===== src/rtl/lwd_pkg.sv =====
package lwd_pkg;

    typedef enum logic [1:0] {
        SEL_CTRL   = 2'd0,
        SEL_RELOAD = 2'd1,
        SEL_STATUS = 2'd2,
        SEL_COUNT  = 2'd3
    } reg_sel_t;

    localparam int CTRL_EN_BIT   = 0;
    localparam int CTRL_LOCK_BIT = 1;
    localparam int ST_CAUSE_BIT  = 0;
    localparam int ST_ERR_BIT    = 1;
    localparam int ST_W          = 5;

    typedef struct packed {
        logic ctrl_wr;
        logic start;
        logic reload_wr;
        logic clr_cause;
        logic clr_err;
        logic set_err;
    } wr_act_t;

    typedef struct packed {
        logic req;
        logic en;
        logic lock;
        logic err;
        logic cause;
    } status_t;

    function automatic logic [ST_W-1:0] pack_status(input status_t s);
        return {s.req, s.en, s.lock, s.err, s.cause};
    endfunction

endpackage


===== src/rtl/lwd_gate.sv =====
module lwd_gate
    import lwd_pkg::*;
#(
    parameter int IW = 4,
    parameter logic [IW-1:0] OWNER_ID = '1
) (
    input  logic          wr,
    input  logic [1:0]    addr,
    input  logic [1:0]    wbits,
    input  logic [IW-1:0] id,
    input  logic          lock_q,
    input  logic          en_q,
    output wr_act_t       act
);

    logic     is_owner;
    logic     bad_lock;
    reg_sel_t sel;

    assign is_owner = (id == OWNER_ID);
    assign bad_lock = wbits[CTRL_LOCK_BIT] && !wbits[CTRL_EN_BIT];
    assign sel      = reg_sel_t'(addr);

    always_comb begin
        act = '0;
        if (wr) begin
            unique case (sel)
                SEL_CTRL: begin
                    if (is_owner && !lock_q && !bad_lock) begin
                        act.ctrl_wr = 1'b1;
                        act.start   = wbits[CTRL_EN_BIT] && !en_q;
                    end else begin
                        act.set_err = 1'b1;
                    end
                end
                SEL_RELOAD: begin
                    if (is_owner && !lock_q) act.reload_wr = 1'b1;
                    else                     act.set_err   = 1'b1;
                end
                SEL_STATUS: begin
                    if (is_owner) begin
                        act.clr_cause = wbits[ST_CAUSE_BIT];
                        act.clr_err   = wbits[ST_ERR_BIT];
                    end else begin
                        act.set_err = 1'b1;
                    end
                end
                SEL_COUNT: act.set_err = 1'b1;
                default:   act.set_err = 1'b1;
            endcase
        end
    end

endmodule


===== src/rtl/lwd_cfg.sv =====
module lwd_cfg
    import lwd_pkg::*;
#(
    parameter int DW = 16,
    parameter logic [DW-1:0] TIMEOUT_DEF = 16'd1000
) (
    input  logic          clk,
    input  logic          por,
    input  wr_act_t       act,
    input  logic [DW-1:0] wdata,
    input  logic          expire,
    output logic          en_q,
    output logic          lock_q,
    output logic [DW-1:0] reload_q,
    output logic          cause_q,
    output logic          err_q
);

    always_ff @(posedge clk) begin
        if (por) begin
            en_q     <= 1'b0;
            lock_q   <= 1'b0;
            reload_q <= TIMEOUT_DEF;
            cause_q  <= 1'b0;
            err_q    <= 1'b0;
        end else begin
            if (act.ctrl_wr) begin
                en_q   <= wdata[CTRL_EN_BIT];
                lock_q <= lock_q | wdata[CTRL_LOCK_BIT];
            end
            if (act.reload_wr) reload_q <= wdata;
            if (expire)             cause_q <= 1'b1;
            else if (act.clr_cause) cause_q <= 1'b0;
            if (act.set_err)        err_q <= 1'b1;
            else if (act.clr_err)   err_q <= 1'b0;
        end
    end

    AST_LOCK_STAYS: assert property (@(posedge clk) disable iff (por)
        (lock_q && !por) |=> lock_q) else $error("lock dropped");
    AST_EN_PINNED: assert property (@(posedge clk) disable iff (por)
        (lock_q && !por) |=> en_q) else $error("enable dropped while locked");
    AST_RELOAD_FROZEN: assert property (@(posedge clk) disable iff (por)
        (lock_q && !por) |=> $stable(reload_q)) else $error("reload changed while locked");
    AST_REJECT_FLAGGED: assert property (@(posedge clk) disable iff (por)
        (act.set_err && !por) |=> err_q) else $error("rejected write not flagged");
    AST_EXPIRY_CAUSE: assert property (@(posedge clk) disable iff (por)
        (expire && !por) |=> cause_q) else $error("expiry cause lost");

endmodule


===== src/rtl/lwd_count.sv =====
module lwd_count #(
    parameter int DW = 16,
    parameter logic [DW-1:0] TIMEOUT_DEF = 16'd1000
) (
    input  logic          clk,
    input  logic          por,
    input  logic          rst,
    input  logic          en,
    input  logic          start,
    input  logic          kick,
    input  logic [DW-1:0] reload,
    output logic [DW-1:0] cnt,
    output logic          req,
    output logic          expire
);

    logic at_zero;
    logic live;

    assign at_zero = (cnt == '0);
    assign live    = en && !req && !por && !rst;
    assign expire  = live && at_zero && !kick && !start;

    always_ff @(posedge clk) begin
        if (por) begin
            cnt <= TIMEOUT_DEF;
            req <= 1'b0;
        end else if (rst) begin
            cnt <= reload;
            req <= 1'b0;
        end else if (start) begin
            cnt <= reload;
        end else if (en && !req) begin
            if (kick)          cnt <= reload;
            else if (!at_zero) cnt <= cnt - 1'b1;
            else               req <= 1'b1;
        end
    end

    AST_REQ_HELD: assert property (@(posedge clk) disable iff (por || rst)
        (req && !por && !rst) |=> req) else $error("request released");
    AST_KICK_WINS: assert property (@(posedge clk) disable iff (por || rst)
        (en && kick && !req && !por && !rst) |=> !req) else $error("kick lost to expiry");
    AST_KICK_RELOADS: assert property (@(posedge clk) disable iff (por || rst)
        (en && kick && !req && !start && !por && !rst) |=> (cnt == $past(reload)))
        else $error("kick did not reload");
    AST_IDLE_HOLDS: assert property (@(posedge clk) disable iff (por || rst)
        (!en && !start && !por && !rst) |=> $stable(cnt)) else $error("counter moved while off");
    AST_ZERO_EXPIRES: assert property (@(posedge clk) disable iff (por || rst)
        (expire) |=> req) else $error("expiry missed");

endmodule


===== src/rtl/lwd_top.sv =====
module lwd_top
    import lwd_pkg::*;
#(
    parameter int DW = 16,
    parameter int IW = 4,
    parameter logic [IW-1:0] OWNER_ID = 4'hA,
    parameter logic [DW-1:0] TIMEOUT_DEF = 16'd1000
) (
    input  logic          clk,
    input  logic          por,
    input  logic          sys_rst,
    input  logic          bus_wr,
    input  logic [1:0]    bus_addr,
    input  logic [DW-1:0] bus_wdata,
    input  logic [IW-1:0] bus_id,
    output logic [DW-1:0] bus_rdata,
    input  logic          kick,
    output logic          wdt_rst_req,
    output logic          wdt_cause
);

    localparam int PAD_W = DW - ST_W;

    wr_act_t       act;
    logic          en_q, lock_q, cause_q, err_q;
    logic [DW-1:0] reload_q;
    logic [DW-1:0] cnt;
    logic          req, expire;
    status_t       st;
    reg_sel_t      rsel;

    lwd_gate #(.IW(IW), .OWNER_ID(OWNER_ID)) gate_i (
        .wr     (bus_wr),
        .addr   (bus_addr),
        .wbits  (bus_wdata[1:0]),
        .id     (bus_id),
        .lock_q (lock_q),
        .en_q   (en_q),
        .act    (act)
    );

    lwd_cfg #(.DW(DW), .TIMEOUT_DEF(TIMEOUT_DEF)) cfg_i (
        .clk      (clk),
        .por      (por),
        .act      (act),
        .wdata    (bus_wdata),
        .expire   (expire),
        .en_q     (en_q),
        .lock_q   (lock_q),
        .reload_q (reload_q),
        .cause_q  (cause_q),
        .err_q    (err_q)
    );

    lwd_count #(.DW(DW), .TIMEOUT_DEF(TIMEOUT_DEF)) count_i (
        .clk    (clk),
        .por    (por),
        .rst    (sys_rst),
        .en     (en_q),
        .start  (act.start),
        .kick   (kick),
        .reload (reload_q),
        .cnt    (cnt),
        .req    (req),
        .expire (expire)
    );

    assign st   = '{req: req, en: en_q, lock: lock_q, err: err_q, cause: cause_q};
    assign rsel = reg_sel_t'(bus_addr);

    always_comb begin
        unique case (rsel)
            SEL_CTRL:   bus_rdata = {{(DW-2){1'b0}}, lock_q, en_q};
            SEL_RELOAD: bus_rdata = reload_q;
            SEL_STATUS: bus_rdata = {{PAD_W{1'b0}}, pack_status(st)};
            SEL_COUNT:  bus_rdata = cnt;
            default:    bus_rdata = '0;
        endcase
    end

    assign wdt_rst_req = req;
    assign wdt_cause   = cause_q;

    AST_FOREIGN_NO_EFFECT: assert property (@(posedge clk) disable iff (por || sys_rst)
        (bus_wr && bus_id != OWNER_ID && !por && !sys_rst) |=> ($stable(en_q) && $stable(reload_q) && $stable(lock_q)))
        else $error("foreign write took effect");
    AST_SYSRST_KEEPS: assert property (@(posedge clk) disable iff (por)
        (sys_rst && !bus_wr && !por) |=> (!req && $stable(lock_q) && $stable(reload_q)))
        else $error("system reset disturbed config");

endmodule


===== config.mk =====
export PLATFORM = sky130hd
export DESIGN_NAME = lwd_top
export DESIGN_NICKNAME = d
export VERILOG_FILES = /design/src/rtl/lwd_pkg.sv /design/src/rtl/lwd_gate.sv /design/src/rtl/lwd_cfg.sv /design/src/rtl/lwd_count.sv /design/src/rtl/lwd_top.sv
export SDC_FILE = /design/constraint.sdc
export NUM_CORES = 1
export LEC_CHECK = 0
export BUFFER_PORTS_ARGS = -buffer_cell sky130_fd_sc_hd__buf_2
export CAP_MARGIN = 15
export CORE_MARGIN = 3
export CORE_UTILIZATION = 45
export DETAILED_ROUTE_END_ITERATION = 16
export PLACE_DENSITY = 0.7
export SLEW_MARGIN = 0
export SYNTH_ARGS = -nofsm -noshare
export SYNTH_HDL_FRONTEND = slang
export SYNTH_SLANG_ARGS = --single-unit
export TNS_END_PERCENT = 50

===== constraint.sdc =====
create_clock -name clk -period 2 [get_ports clk]
set_input_delay 0.1 -clock clk [delete_from_list [all_inputs] [get_ports clk]]
set_output_delay 0.1 -clock clk [all_outputs]
set_load 0.02 [all_outputs]

==> results of run 1 <==
==> flip-flops by register name (all words and copies together), names as in the netlist <==
register and count:
count_i.cnt 16, cfg_i.en_q 1, cfg_i.err_q 1, cfg_i.lock_q 1, cfg_i.cause_q 1, cfg_i.reload_q 16
count_i.req 1
==> worst max path at each step <==
stage | to | slack [ns] | cells after the start
4_1_cts | count_i.cnt[11]$_SDFFE_PP0P_ | 0.001 | 8
3_5_place_dp | count_i.cnt[11]$_SDFFE_PP0P_ | 0.004 | 7
6_report | count_i.cnt[9]$_SDFFE_PP1P_ | 0.04 | 5
3_3_place_gp | count_i.cnt[11]$_SDFFE_PP0P_ | 0.05 | 7
5_1_grt | count_i.cnt[12]$_SDFFE_PP0P_ | -0.04 | 6
2_1_floorplan | count_i.cnt[9]$_SDFFE_PP1P_ | 0.0007 | 9
==> worst max-delay path, cell delays in order, from the launching register on <==
cell,delay (ns)
dfxtp_2,0.33
or4_4,0.57
nor4_4,0.34
nand2b_4,0.24
o211ai_1,0.13
a31o_2,0.24
==> metal layers <==
layer / wire length [µm] / share of wire
met2: 2970 / 0.48
met4: 76 / 0.012
met1: 2860 / 0.46
met3: 323 / 0.052
met5: 0 / 0
==> per-stage QoR <==
step	worst slack, ns	hold slack, ns	cells	total power, mW	TNS, ns
2_1_floorplan	0.000679	0.179	281	0.885	0
6_report	0.0379	0.0153	412	1.68	0
5_1_grt	-0.0368	0.0336	412	1.74	-0.156
3_5_place_dp	0.00383	0.316	399	0.963	0
4_1_cts	0.00136	0.0115	407	1.69	0
3_3_place_gp	0.0531	0.309	399	0.961	0
==> Yosys cell counts, drive strengths merged <==
master / number / area share
a32oi: 4 / 0.016
nor3: 10 / 0.025
nor4: 3 / 0.015
mux2: 3 / 0.015
or4: 3 / 0.013
a22oi: 3 / 0.010
and4bb: 1 / 0.0056
nand4b: 1 / 0.0039
nand4: 3 / 0.0084
dfxtp: 37 / 0.33
a21oi: 30 / 0.067
a21o: 1 / 0.0033
clkbuf: 14 / 0.023
nand3b: 9 / 0.030
inv: 7 / 0.012
buf: 7 / 0.025
nor2: 21 / 0.035
or4b: 1 / 0.0045
nor4b: 2 / 0.0078
mux2i: 12 / 0.053
o22ai: 1 / 0.0028
nand3: 4 / 0.0089
or2: 2 / 0.0056
a211oi: 1 / 0.0033
nor3b: 1 / 0.0033
or3: 2 / 0.0056
nor2b: 14 / 0.039
and3: 3 / 0.0084
o211ai: 13 / 0.046
nand2b: 5 / 0.014
mux4: 2 / 0.020
ha: 1 / 0.0056
a31oi: 6 / 0.019
a31o: 1 / 0.0039
o32a: 1 / 0.0045
a22o: 3 / 0.012
nand4bb: 1 / 0.0050
and4: 1 / 0.0039
a311o: 1 / 0.0045
a221oi: 1 / 0.0039
nand2: 40 / 0.067
o21ai: 4 / 0.0089
o21bai: 1 / 0.0033
==> where the power goes <==
group	switching, mW	total [mW]	internal [mW]	leakage [nW]
Sequential	0.00646	0.751	0.745	0.302
Combinational	0.112	0.198	0.0860	0.802
Clock	0.286	0.731	0.445	0.0663
Total	0.405	1.68	1.28	1.17
==> kinds of logic (layout without fill, tap and decap cells) <==
logic type | after synthesis | in the layout | share of synthesized area
AO/OA/AOI/OAI | 71 | 71 | 0.208
multiplexers | 17 | 17 | 0.0886
flip-flops | 37 | 37 | 0.330
AND/OR/NAND/NOR | 127 | 127 | 0.309
buffers and inverters | 28 | 92 | 0.0596
adder cells (fa/ha/maj) | 1 | 1 | 0.00557
==> final cells by class <==
type,instances,area share
Sequential cell,37,0.259
Clock inverter,2,0.0121
Multi-Input combinational cell,216,0.489
Timing Repair Buffer,77,0.169
Inverter,7,0.00911
Tap cell,67,0.0291
Clock buffer,6,0.0325
==> timing repair <==
item                                   4_1_cts  5_1_grt
endpoints found under the hold margin        0        0
pin swaps                                    0        3
resized for setup                            1        7
setup buffers                                0        5
setup endpoints to repair                    3       14
==> results by group, run 1 <==
Placed design
  • Port bufs: 44
  • Placer Congestion: 0.822
  • DPL Wire Length: 4340 µm
  • Placed cell areas: 2690 µm²

Min path
  • Worst Hold Launch: bus_wdata[7]
  • Hold depth: 3
  • Hold Path Class: in -> reg
  • Hold Path End: cfg_i.reload_q[7]$_SDFFE_PP1P_

Global route
  • Met3 global-route usage: 0.0437
  • GRT Total Usage: 0.219
  • Largest net degree at the start of global routing: 40
  • Remaining global-route overflow: 0
  • Gr busiest metal: met2
  • GR Util met1: 0.276
  • M2 GR Usage: 0.373
  • Initial antenna violation count: 0
  • Vias in the first global route: 2,314
  • First-pass GRT wire length: 10,700 µm

Run
  • Max Cap Viol: 0

Synthesis
  • Post-Syn Area: 2250 µm²
  • Flops & latches, synth: 37
  • Synth warn: 0
  • Sequential area share after synthesis: 0.330
  • Synth Instances: 281
  • Syn_nets: 309
  • Syn avg cell area: 7.99 µm²
  • Yosys cell types: 51

Power
  • Pwr per Cell Area: 583 nW/µm²
  • VDD IR-drop max: 0.420 mV
  • Static Leak: 1.17 nW

Worst setup path
  • R2R Setup Slk: 0.04 ns
  • Crit Path Max Fanout: 7
  • Critical register-to-register path endpoint: count_i.cnt[9]$_SDFFE_PP1P_
  • CP endpoint kind: flip-flop
  • Crit Path Category: reg -> reg
  • Worst Path Arrival: 2.15 ns
  • Reg-to-reg startpoint: count_i.cnt[10]$_SDFFE_PP0P_
  • Reg2Reg Depth: 5
  • CP Data Required Time: 2.19 ns
  • Crit path launch: count_i.cnt[10]$_SDFFE_PP0P_
  • Startpoint types: flip-flop

Layout
  • Most frequent cells in the layout: buf_2, nand2_1, dfxtp_1
  • Area of the multi-input gates: 1410 µm²
  • Fin area: 2890 µm²
  • Layout area overhead: 28.5%
  • FILL cells: 427
  • Nets: 372
  • Util after Layout: 0.603
  • Commonest non-fill, non-tap cell in the layout: buf_2
  • Antenna cells: 0
  • Layout cells sized above 1: 0.325
  • FF+latch area: 747 µm²

Die
  • Starting density of the core: 0.469
  • Die area: 5870 µm²
  • Core Region: 4790 µm²
  • DIE HEIGHT: 76.6 µm
  • FP Rows: 25
  • Die X: 76.6 µm
  • IO Count: 45

Routing
  • Via count: 2,331
  • Antenna Violating Nets Remaining: 0
  • Final wirelength: 6240 µm
  • Routed len/inst: 15.1 µm
  • DR pass1 iterations: 4
  • Initial drt markers: 119
  • DRC violations left: 0
  • Via/cell ratio: 5.66

Clocking
  • CTS Hold Buffers Added: 0
  • Clock latency at the later pin of the worst-skew pair: 0.29 ns
  • CTS tree: built
  • Cts bufs inserted: 5
  • Clock root buffer: clkbuf_8
  • Clock-pin slew on the worst setup and hold paths: 0.08 ns
  • Clk buf depth: 2
  • CTS sink cnt: 37
  • Htree depth: 2

STA
  • Fin. max-slew vios: 0
  • RSZ-0062 raised after global routing: yes
  • Final period utilization: 0.981
  • Hold Vio Cnt, Final: 0
  • Setup Skew: 0.00331 ns
  • Crit path time final: 1.96 ns
  • Slew HR: 0.528
  • Least-Margin Pin Slew: 0.708 ns
  • Max frequency: 0.510 GHz
  • # setup viols final: 0

Outcome
  • Outcome: complete, no violations
No activity file was read; power rests on OpenSTA's default activity.
==> run 2: changes to the inputs <==
--- a/config.mk
+++ b/config.mk
@@ -5,12 +5,13 @@
 export SDC_FILE = /design/constraint.sdc
 export NUM_CORES = 1
 export LEC_CHECK = 0
+export ABC_AREA = 1
 export BUFFER_PORTS_ARGS = -buffer_cell sky130_fd_sc_hd__buf_2
 export CAP_MARGIN = 15
 export CORE_MARGIN = 3
-export CORE_UTILIZATION = 45
+export CORE_UTILIZATION = 50
 export DETAILED_ROUTE_END_ITERATION = 16
-export PLACE_DENSITY = 0.7
+export PLACE_DENSITY = 0.76
 export SLEW_MARGIN = 0
 export SYNTH_ARGS = -nofsm -noshare
 export SYNTH_HDL_FRONTEND = slang
==> results by group, run 2 <==
Synthesis
  • Yosys cell types: 32
  • Synth top area share: 0.330
  • Synth Instances: 340
  • Synth area leaders: dfxtp_1, nand2_1, inv_1, nor2_1, o21ai_0
  • Post-Synth Simple-Gate Area: 0.328
  • Synth area leader: dfxtp_1
  • Synth Flop Type: dfxtp_1
  • Post-synthesis xor/xnor area fraction: 0.0390
  • Post-synth EDFFs: 0
  • Sequential area share after synthesis: 0.330
  • Flops & latches, synth: 37
  • Top-count cell post-synth: nand2_1
  • Post-synthesis adder-cell area fraction: 0.00557
  • Synth Area in Compound Gates: 0.190
  • Post-synth ARST share: 0
  • Mux cell area share after synthesis: 0
  • Post-Syn Area: 2240 µm²
  • Syn avg cell area: 6.60 µm²
  • Synth warn: 0
  • Most instantiated cells after synthesis: nand2_1, inv_1, nor2_1
  • Largest family of logic cells by synthesized area: simple AND/OR/NAND/NOR gates
  • Syn_nets: 368

Worst setup path
  • Reg2Reg Depth: 10
  • Worst Path Arrival: 1.98 ns
  • Crit Path Max Fanout: 25
  • Startpoint types: flip-flop
  • CP endpoint kind: flip-flop
  • CP Data Required Time: 2.23 ns
  • Crit Path Category: reg -> reg

STA
  • Least-Margin Pin Slew: 0.519 ns
  • Setup Skew: 0.00820 ns
  • Crit path time final: 1.75 ns
  • RSZ-0062 raised after global routing: no
  • Max frequency: 0.572 GHz
  • Hold slack: 0.000518 ns
  • Fin. max-slew vios: 0
  • Total Neg Setup Slack: 0 ns
  • # setup viols final: 0
  • Slew HR: 0.653
  • Hold Vio Cnt, Final: 0
  • Final period utilization: 0.874

Clocking
  • Clk buf depth: 2
  • Clock root buffer: clkbuf_8
  • Htree depth: 2
  • Clock latency at the later pin of the worst-skew pair: 0.30 ns
  • Clock-pin slew on the worst setup and hold paths: 0.08 ns
  • CTS resizes: 0
  • CTS tree: built
  • CTS sink cnt: 37
  • Postcts setup bufs: 0
  • Cts bufs inserted: 5

Layout
  • Antenna cells: 0
  • Layout area overhead: 15.4%
  • Most frequent cells in the layout: nand2_1, buf_2, inv_1
  • Layout cells sized above 1: 0.197
  • Util after Layout: 0.621
  • Commonest non-fill, non-tap cell in the layout: nand2_1
  • Top flop regs: cfg_i.reload_q x16, count_i.cnt x16
  • Final Non-Filler Cells: 436
  • Nets: 413

Power
  • Sequential Power Share: 0.494
  • Total chip power: 1.59 mW
  • VDD IR-drop max: 0.520 mV
  • Static Leak: 1.23 nW
  • Internal power: 1.10 mW
  • Net Sw Power: 484 µW
  • Sw Share: 0.305
  • Pwr per Cell Area: 612 nW/µm²
  • Clock network fraction of design power: 0.336
  • Combinational power share: 0.170

Min path
  • Hold Path Class: in -> reg
  • Hold depth: 3

Outcome
  • Outcome: complete, no violations

Die
  • FP Rows: 23
  • DIE HEIGHT: 73 µm
  • IO Count: 45
  • Starting density of the core: 0.538
  • Die area: 5330 µm²
  • Core Region: 4170 µm²
  • Die X: 73 µm

Routing
  • Final wirelength: 5600 µm
  • Antenna Violating Nets Remaining: 0
  • Initial drt markers: 195
  • DR pass1 iterations: 4
  • Routed len/inst: 12.9 µm
  • Via count: 2,273
  • Via/cell ratio: 5.21
  • DRC violations left: 0

Global route
  • First-pass GRT wire length: 9580 µm
  • Vias in the first global route: 2,104
  • Initial antenna violation count: 0
  • GRT Total Usage: 0.230
  • Remaining global-route overflow: 0
  • Largest net degree at the start of global routing: 32

Placed design
  • Placer Congestion: 0.928
  • Port bufs: 44
  • Placed cell count: 427
  • DPL Wire Length: 4200 µm

Run
  • Max Cap Viol: 0
[run 2: changes by cell type after synthesis, moves of 10 or more]
cell / delta
nand2_1: +48
inv_1: +35
o21ai_0: +25
nor2_1: +18
nor2b_1: -14
a21oi_1: -13
mux2i_1: -12
o21ai_1: +11
nand3_1: +10
[run 2: layer usage]
layer,wire (µm),global-route usage,up-vias,share of wire
met4,90,0.0922,0,0.016
met2,2490,0.340,65,0.44
met3,308,0.0372,12,0.055
met5,0,0,-,0
li1,-,-,1188,-
met1,2710,0.332,1008,0.48
[run 2: timing repair]
| action | CTS | global route |
|---|---|---|
| setup endpoints to repair | 0 | 0 |
| hold buffers | 1 | 0 |
| hold endpoints to repair | 1 | 0 |
[run 2: stage by stage]
step                area (µm²)  setup slack, ns
global placement          2490            0.338
floorplan                 2240            0.467
CTS                       2590            0.256
finish                    2590            0.252
detailed placement        2490            0.273
global route              2590           0.0433
[run 2: layout make-up]
| type | count | area, µm² |
|---|---|---|
| fillers | 395 | 1580 |
| inverters | 44 | 165 |
| multi-input cells | 247 | 1260 |
| well taps | 50 | 62.6 |
| clock inverters | 3 | 22.5 |
| flip-flops and latches | 37 | 741 |
| repair buffers | 50 | 268 |
| clock buffers | 5 | 68.8 |
[run 2: worst max-delay path, cell delays in order, from the launching register on]
cell and delay (ns):
dfxtp_1 0.33, inv_1 0.09, ha_1 0.20, nand3_1 0.16
nor2_2 0.18, nand3_2 0.11, nand2_4 0.10, nand2_8 0.12
inv_2 0.17, nand2_1 0.07, a21oi_1 0.14
[run 2: path summary, 6_finish.rpt]
check                                   from                               to  slack (ns)
min                             bus_wdata[7]   cfg_i.reload_q[7]$_SDFFE_PP1P_      0.0005
max              count_i.cnt[0]$_SDFFE_PP0P_     count_i.cnt[15]$_SDFFE_PP0P_        0.25
min reg2reg  cfg_i.reload_q[14]$_SDFFE_PP0P_  cfg_i.reload_q[14]$_SDFFE_PP0P_        0.48
max reg2reg      count_i.cnt[0]$_SDFFE_PP0P_     count_i.cnt[15]$_SDFFE_PP0P_        0.25
[run 2: cell families after synthesis]
family / after synthesis
compound gates: 76
flops: 37
fa+ha+maj: 1
simple gates: 160
xor+xnor: 10
buf+inv: 56
[run 2: power by group through the flow]
stage / logic, mW / registers (mW) / clock network, mW
final: 0.269 / 0.783 / 0.534
after global routing: 0.306 / 0.786 / 0.560
after CTS: 0.270 / 0.782 / 0.541
after detailed placement: 0.267 / 0.800 / 0
after global placement: 0.264 / 0.799 / 0
after floorplan: 0.190 / 0.793 / 0
